===== config.mk =====
export PLATFORM = sky130hd
export DESIGN_NAME = wburst_arb
export DESIGN_NICKNAME = d
export VERILOG_FILES = /design/src/rtl/wbarb_pkg.sv /design/src/rtl/wbarb_slot.sv /design/src/rtl/wbarb_turn.sv /design/src/rtl/wbarb_pick.sv /design/src/rtl/wburst_arb.sv
export SDC_FILE = /design/constraint.sdc
export NUM_CORES = 1
export LEC_CHECK = 0
export BUFFER_PORTS_ARGS = -buffer_cell sky130_fd_sc_hd__buf_2
export CAP_MARGIN = 25
export CORE_AREA = 2 2 39 41
export CTS_BUF_LIST = sky130_fd_sc_hd__clkbuf_8
export CTS_CLUSTER_DIAMETER = 30
export DETAILED_ROUTE_END_ITERATION = 10
export DIE_AREA = 0 0 41 43
export HOLD_SLACK_MARGIN = 0.1
export PLACE_DENSITY = 0.67
export SLEW_MARGIN = 25
export SYNTH_ARGS = -nofsm -noshare
export SYNTH_HDL_FRONTEND = slang
export SYNTH_SLANG_ARGS = --single-unit

===== constraint.sdc =====
create_clock -name clk -period 2 [get_ports clk]
set_input_delay 0 -clock clk [delete_from_list [all_inputs] [get_ports clk]]
set_output_delay 0 -clock clk [all_outputs]
set_load 0.05 [all_outputs]

===== src/rtl/wbarb_pkg.sv =====
package wbarb_pkg;
  typedef enum logic [1:0] {
    SRC_NONE = 2'd0,
    SRC_DIR  = 2'd1,
    SRC_ENG  = 2'd2
  } src_e;
endpackage


===== src/rtl/wbarb_slot.sv =====
// Tracks the single outstanding access on the shared bus.
module wbarb_slot (
  input  logic clk,
  input  logic rst,
  input  logic grant_now,
  input  logic acc_done,
  output logic slot_free
);
  logic busy_q;

  always_ff @(posedge clk) begin
    if (rst)            busy_q <= 1'b0;
    else if (grant_now) busy_q <= 1'b1;
    else if (acc_done)  busy_q <= 1'b0;
  end

  // Slot is reusable in the cycle the access ends.
  assign slot_free = !busy_q || acc_done;
endmodule


===== src/rtl/wbarb_turn.sv =====
// Turn state of the weighted scheme: whose turn it is and how far the engine run has gone.
module wbarb_turn
  import wbarb_pkg::*;
#(
  parameter int WEIGHT_W = 4
) (
  input  logic                clk,
  input  logic                rst,
  input  logic                mode_weighted,
  input  logic [WEIGHT_W-1:0] weight,
  input  logic                both_req,
  input  src_e                pick,
  output logic                dir_turn
);
  logic                turn_q;
  logic [WEIGHT_W-1:0] run_q;

  always_ff @(posedge clk) begin
    if (rst || !both_req || !mode_weighted) begin
      turn_q <= 1'b1;
      run_q  <= '0;
    end else begin
      unique case (pick)
        SRC_DIR: begin
          turn_q <= 1'b0;
          run_q  <= '0;
        end
        SRC_ENG: begin
          if (run_q >= weight) begin
            turn_q <= 1'b1;
            run_q  <= '0;
          end else begin
            run_q <= run_q + 1'b1;
          end
        end
        default: ;
      endcase
    end
  end

  assign dir_turn = turn_q;
endmodule


===== src/rtl/wbarb_pick.sv =====
// Combinational winner selection for the current cycle.
module wbarb_pick
  import wbarb_pkg::*;
(
  input  logic slot_free,
  input  logic req_dir,
  input  logic req_eng,
  input  logic mode_weighted,
  input  logic dir_turn,
  output src_e pick
);
  always_comb begin
    pick = SRC_NONE;
    if (slot_free) begin
      if (req_dir && req_eng)
        pick = (!mode_weighted || dir_turn) ? SRC_DIR : SRC_ENG;
      else if (req_dir)
        pick = SRC_DIR;
      else if (req_eng)
        pick = SRC_ENG;
    end
  end
endmodule


===== src/rtl/wburst_arb.sv =====
module wburst_arb
  import wbarb_pkg::*;
#(
  parameter int WEIGHT_W = 4
) (
  input  logic                clk,
  input  logic                rst,
  input  logic                mode_weighted,
  input  logic [WEIGHT_W-1:0] eng_weight,
  input  logic                req_dir,
  input  logic                req_eng,
  input  logic                acc_done,
  output logic                gnt_dir,
  output logic                gnt_eng
);
  logic slot_free;
  logic dir_turn;
  logic both_req;
  logic grant_now;
  src_e pick;

  assign both_req  = req_dir && req_eng;
  assign grant_now = (pick != SRC_NONE);

  wbarb_slot u_slot (
    .clk       (clk),
    .rst       (rst),
    .grant_now (grant_now),
    .acc_done  (acc_done),
    .slot_free (slot_free)
  );

  wbarb_turn #(.WEIGHT_W(WEIGHT_W)) u_turn (
    .clk           (clk),
    .rst           (rst),
    .mode_weighted (mode_weighted),
    .weight        (eng_weight),
    .both_req      (both_req),
    .pick          (pick),
    .dir_turn      (dir_turn)
  );

  wbarb_pick u_pick (
    .slot_free     (slot_free),
    .req_dir       (req_dir),
    .req_eng       (req_eng),
    .mode_weighted (mode_weighted),
    .dir_turn      (dir_turn),
    .pick          (pick)
  );

  always_ff @(posedge clk) begin
    if (rst) begin
      gnt_dir <= 1'b0;
      gnt_eng <= 1'b0;
    end else begin
      gnt_dir <= (pick == SRC_DIR);
      gnt_eng <= (pick == SRC_ENG);
    end
  end
endmodule


# Word-level counts from Yosys, hierarchy flattened
# Index checks and enable logic that the tools add are counted.
# classes
addsub	1
n_eq_ne	3
reduce_logical	12
muxes	11
n_lt_le_gt_ge	1
# op_table
op	count
2-to-1 mux 2 bit	5
case mux 4 bit (2 select lines)	1
nonzero test 2 bit	3
adder 4 x 1 -> 4 bit, second input constant	1
>= comparator 4 bit	1
logical OR 1 bit	4
2-to-1 mux 4 bit	1
zero test 1 bit	3
2-to-1 mux 1 bit	3
equality test 2 x 1 -> 1 bit, second input constant	1
equality test 2 bit, second input constant	1
inequality test 2 x 1 -> 1 bit, second input constant	1
case mux 1 bit (2 select lines)	1
AND reduction 2 bit	1
logical AND 1 bit	1
# totals
in_bits	10
wordCells	33
regBits	8

# Depth between registers and ports, before layout
# logic_depth
ltp_word	8
mapped_depth	9
depth_no_buf	9

# Hierarchy
# A second synthesis with hierarchy kept.
# hier_totals
cells_unflattened	59
hier_area_um2	548.0
# by_module_without_submodules
mod	area_each_um2	n_inst	cells_each
wbarb_turn	397.9	1	44
wburst_arb	67.6	1	6
wbarb_slot	46.3	1	4
wbarb_pick	36.3	1	5

# Least setup slack after synthesis
# No wires, ideal clock.
# synth_path
path_type	register -> register
start	reg u_turn.turn_q, in the netlist u_turn.dir_turn
end	reg u_turn.run_q[2]
path_buffers	0
setup_slack_ns	0.251
t_arrival_ns	1.671
setup_ns	0.078
path_stages_with_launch	9
cell_sequence	dfxtp_1 o21ai_0 nand3_1 inv_1 ha_1 or4b_1 a21oi_2 o21ai_0 a31oi_1
# synth_between
elab_chain_cells	6
word_cells_on_any_way	8
cone_classes	eq/ne (2); mux (4); reduce/logical (2)
# synth_rtl
element	line_no	source
from (decl)	wbarb_turn.sv:15	logic turn_q;
from (signal assigned)	wbarb_turn.sv:20	turn_q <= 1'b1;
from (signal assigned)	wbarb_turn.sv:25	turn_q <= 1'b0;
from (signal assigned)	wbarb_turn.sv:30	turn_q <= 1'b1;
logical OR 1 bit *	wbarb_pick.sv:16	pick = (!mode_weighted || dir_turn) ? SRC_DIR : SRC_ENG;
2-to-1 mux 2 bit *	wbarb_pick.sv:16	
2-to-1 mux 2 bit *	wbarb_pick.sv:15	if (req_dir && req_eng)
2-to-1 mux 2 bit *	wbarb_pick.sv:14	if (slot_free) begin
equality test 2 bit / equality test 2 x 1 -> 1 bit (equally long branches)	wbarb_turn.sv:23	unique case (pick)
case mux 4 bit (2 select lines) / nonzero test 2 bit (equally long branches)	n/a	
to (signal assigned)	wbarb_turn.sv:33	run_q <= run_q + 1'b1;
to (decl)	wbarb_turn.sv:16	logic [WEIGHT_W-1:0] run_q;
# Mark *: on every way between the ends. The rest lies on a longest branch, timed or not.
# A chain may end at the register's enable or synchronous reset.

# Worst setup path in the final report
# Same ends and word-level chain as after synthesis.

==> PnR_summary.wiki <==
{| class="wikitable"
! Metric !! Value
|-
| Result of the run || finished, final reports clean
|-
| TritonCTS clock tree || yes
|-
| Slew of the pin with the lowest slew margin || 360 ps
|-
| Top cells by area, synth || dfxtp_1 (30%), ha_1 (19%), nand2b_1 (5.9%), inv_1 (5.6%), o211ai_1 (4.2%)
|-
| Final hold viol count || 0
|-
| Data arrival time at the worst-slack endpoint || approximately 2000 ps
|-
| Leading area contributor after synthesis || dfxtp_1
|-
| Number of enable-type register cells in the synthesized netlist || 0
|-
| Metal-1 WL || 491 µm
|-
| Area of the placeable core || between 0.001 and 0.0015 mm²
|-
| Seq/Total Area, Yosys || 30.0%
|-
| Sink of the worst hold path || u_slot.busy_q
|-
| Filler instances || between 150 and 200
|-
| Number of I/O port buffers || 11
|-
| Number of I/O pins || 12
|-
| Number of sinks on the clock net || 8
|-
| Final period demand of the worst path || between 1500 and 2000 ps
|-
| Fmax achieved || 0.544 GHz
|-
| Detailed-route DRC error count || 0
|-
| Number of H-tree levels || 1
|-
| Beginning of the worst register-to-register path || u_turn.dir_turn
|-
| Initial antenna violation count || 0
|-
| Post-synth net total || 79
|-
| Floorplan die area || about 0.0018 mm²
|-
| Internal reg-to-reg setup slack || 160 ps
|-
| Max-slew violation count || 0
|-
| Via count of the first global-routing pass || 397
|-
| Largest net degree at the start of global routing || 9
|-
| Standby leakage power || 0.304 nW
|-
| Net count reported at finish || 97
|-
| Hold crit path type || in -> reg
|-
| Post-DR vias/cell || roughly 5.3
|-
| Remaining global-route overflow || 0
|-
| Post-CTS Setup Repair Bufs || 0
|-
| Starting DRC count in detailed routing || 7
|-
| Final cycle utilization of the critical path || 91.9%
|-
| First-pass GRT wire length || 1.63 mm
|-
| Wire length per cell after detailed routing || 10.8 µm
|-
| Post-route clock skew || 4.67 ps
|-
| Register-to-Register Path Depth || 8
|-
| Total iterations of the first detailed-routing run || 4
|-
| Placement row count || 14
|-
| Die span in x || 41 µm
|-
| Cell Area, Synth || 533 µm²
|-
| Area delta synth->final || 25.1%
|-
| Most frequent cells after synthesis || dfxtp_1 (8), ha_1 (8), inv_1 (8)
|-
| DPL Wire Length || 780 µm
|-
| Post-synth cell types || 24
|-
| Highest net fanout along the worst path || 5
|-
| Number of antenna diodes || 0
|-
| Number of buffers created by CTS || 3
|-
| Fraction of layout cells with a size suffix above 1 || roughly a quarter
|-
| Setup repair after global routing missed its margin || no
|-
| Vert. Die Dim || 43 µm
|-
| Total Wirelength || 1.01 mm
|-
| Finished Core Util || 48.2%
|-
| Worst hold-check slack || 115 ps
|-
| Avg Cell Area, Syn || 8.74 µm²
|-
| Clock tree buffer depth || 2
|-
| Uppermost layer routed || met4
|-
| Warning count from the yosys run || 0
|-
| Post-synthesis register bit count || 8
|-
| Total power density per cell area || 640 mW/mm²
|-
| Count of endpoints failing setup in the final report || 0
|-
| Maxcap violations || 0
|-
| Detailed route wirelength on metal2 || around 420 µm
|-
| Post-CTS clock slew at the launch and capture registers of the worst setup and hold paths || 40 ps
|-
| CP required || 2150 ps
|-
| Portion of synthesized cell area occupied by the leading cell type || between 30% and 40%
|-
| Critical R2R Capture || u_turn.run_q[2]
|-
| Clock root buffer master || clkbuf_8
|-
| WL met3 || 52 µm
|-
| Peak supply drop || 0.205 mV
|-
| Setup crit start kind || flip-flop
|-
| Starting utilization of the core area || 38.5%
|-
| Final antenna-violating net count || 0
|-
| Kind of critical path || reg -> reg
|-
| Setup tns final || 0 ps
|-
| Worst-skew pair later-pin latency || 230 ps
|-
| Relative slew margins || 75.9%
|-
| Global router's overall resource usage || 14.1%
|-
| Worst Hold Path Cells || 3
|-
| Synth Flop Type || dfxtp_1
|-
| Hold_sp || acc_done
|-
| Total vias in the final route || 491
|-
| RD Place Congestion || 0.766
|-
| Post-synth ARST share || 0%
|-
| Post-synthesis instance total || 61
|-
| Type of element capturing the critical path || flip-flop
|}
==> routing by layer <==
layer	up-vias	track usage [%]
li1	251	-
met1	222	19.9
met2	13	17.8
met3	5	1.57
met4	0	12.0
met5	-	0
==> state kept, by name, indices dropped and copies added, names as in the netlist <==
register / flops
u_turn.run_q: 4
gnt_dir: 1
u_turn.dir_turn: 1
u_slot.busy_q: 1
gnt_eng: 1
==> worst max-delay path, cell delays in order (launching register included) <==
cell	delay, ps
dfxtp_1	310
o21ai_0	160
nand3_1	140
inv_1	80
ha_1	150
or4b_1	450
a21oi_2	200
o21ai_0	110
a31oi_1	160
==> cells in the final DEF, fill, tap and decap left out, drive strengths merged <==
cell type    count
ha               8
inv              8
or4b             1
a311oi           1
nand2b           6
nor2             2
nor3b            2
dfxtp            8
a21oi            4
o21ai            4
and3b            1
dlygate4sd3      1
o31ai            1
buf             12
nor4b            1
clkbuf           3
a2111o           1
nor2b            3
o211ai           3
nand4b           1
o22ai            1
nand3            2
nand2            2
a31oi            1
==> per-stage QoR <==
stage	cells	power, mW	setup slack, ps	area, µm²
global route	93	0.443	0.284	667
CTS	93	0.430	140	667
global placement	89	0.228	206	616
floorplan	61	0.208	251	533
finish	93	0.427	163	667
detailed placement	89	0.229	132	616
==> cell type report <==
| class | count | area (µm²) | area share, % |
|---|---|---|---|
| Clock buffer | 3 | 41.3 | 6.19 |
| Inverter | 8 | 30.0 | 4.50 |
| Multi-Input combinational cell | 45 | 343 | 51.4 |
| Sequential cell | 8 | 160 | 24.0 |
| Tap cell | 16 | 20.0 | 3.00 |
| Timing Repair Buffer | 13 | 72.6 | 10.9 |
==> how the worst max path moves through the flow <==
| stage | slack [ps] | startpoint | to |
|---|---|---|---|
| after CTS | 140 | u_turn.dir_turn | u_turn.run_q[2] |
| after floorplan | 250 | u_turn.dir_turn | u_turn.run_q[2] |
| after global placement | 210 | u_turn.dir_turn | u_turn.run_q[2] |
| after detailed placement | 130 | u_turn.dir_turn | u_turn.run_q[2] |
| after global routing | 0.3 | u_turn.dir_turn | u_turn.run_q[2] |
| final | 160 | u_turn.dir_turn | u_turn.run_q[2] |
==> timing repair <==
item                       CTS  global route
hold endpoints to repair     3             0
hold buffers                 1             0
resized for setup            0             0
setup endpoints to repair    0             2
==> cells by family after synthesis <==
group                    share of synthesized area [%]
AND/OR/NAND/NOR                                   25.6
AO/OA/AOI/OAI                                     20.0
buffers and inverters                             5.63
adder cells (fa/ha/maj)                           18.8
flip-flops                                        30.0
==> where the power goes <==
part	total [mW]	switching (mW)	internal (mW)	leakage [nW]
combinational	0.0621	0.0339	0.0282	0.218
clock	0.200	0.0689	0.131	0.0216
sequential	0.165	0.00108	0.164	0.0651
No activity file was read; power rests on OpenSTA's default activity.
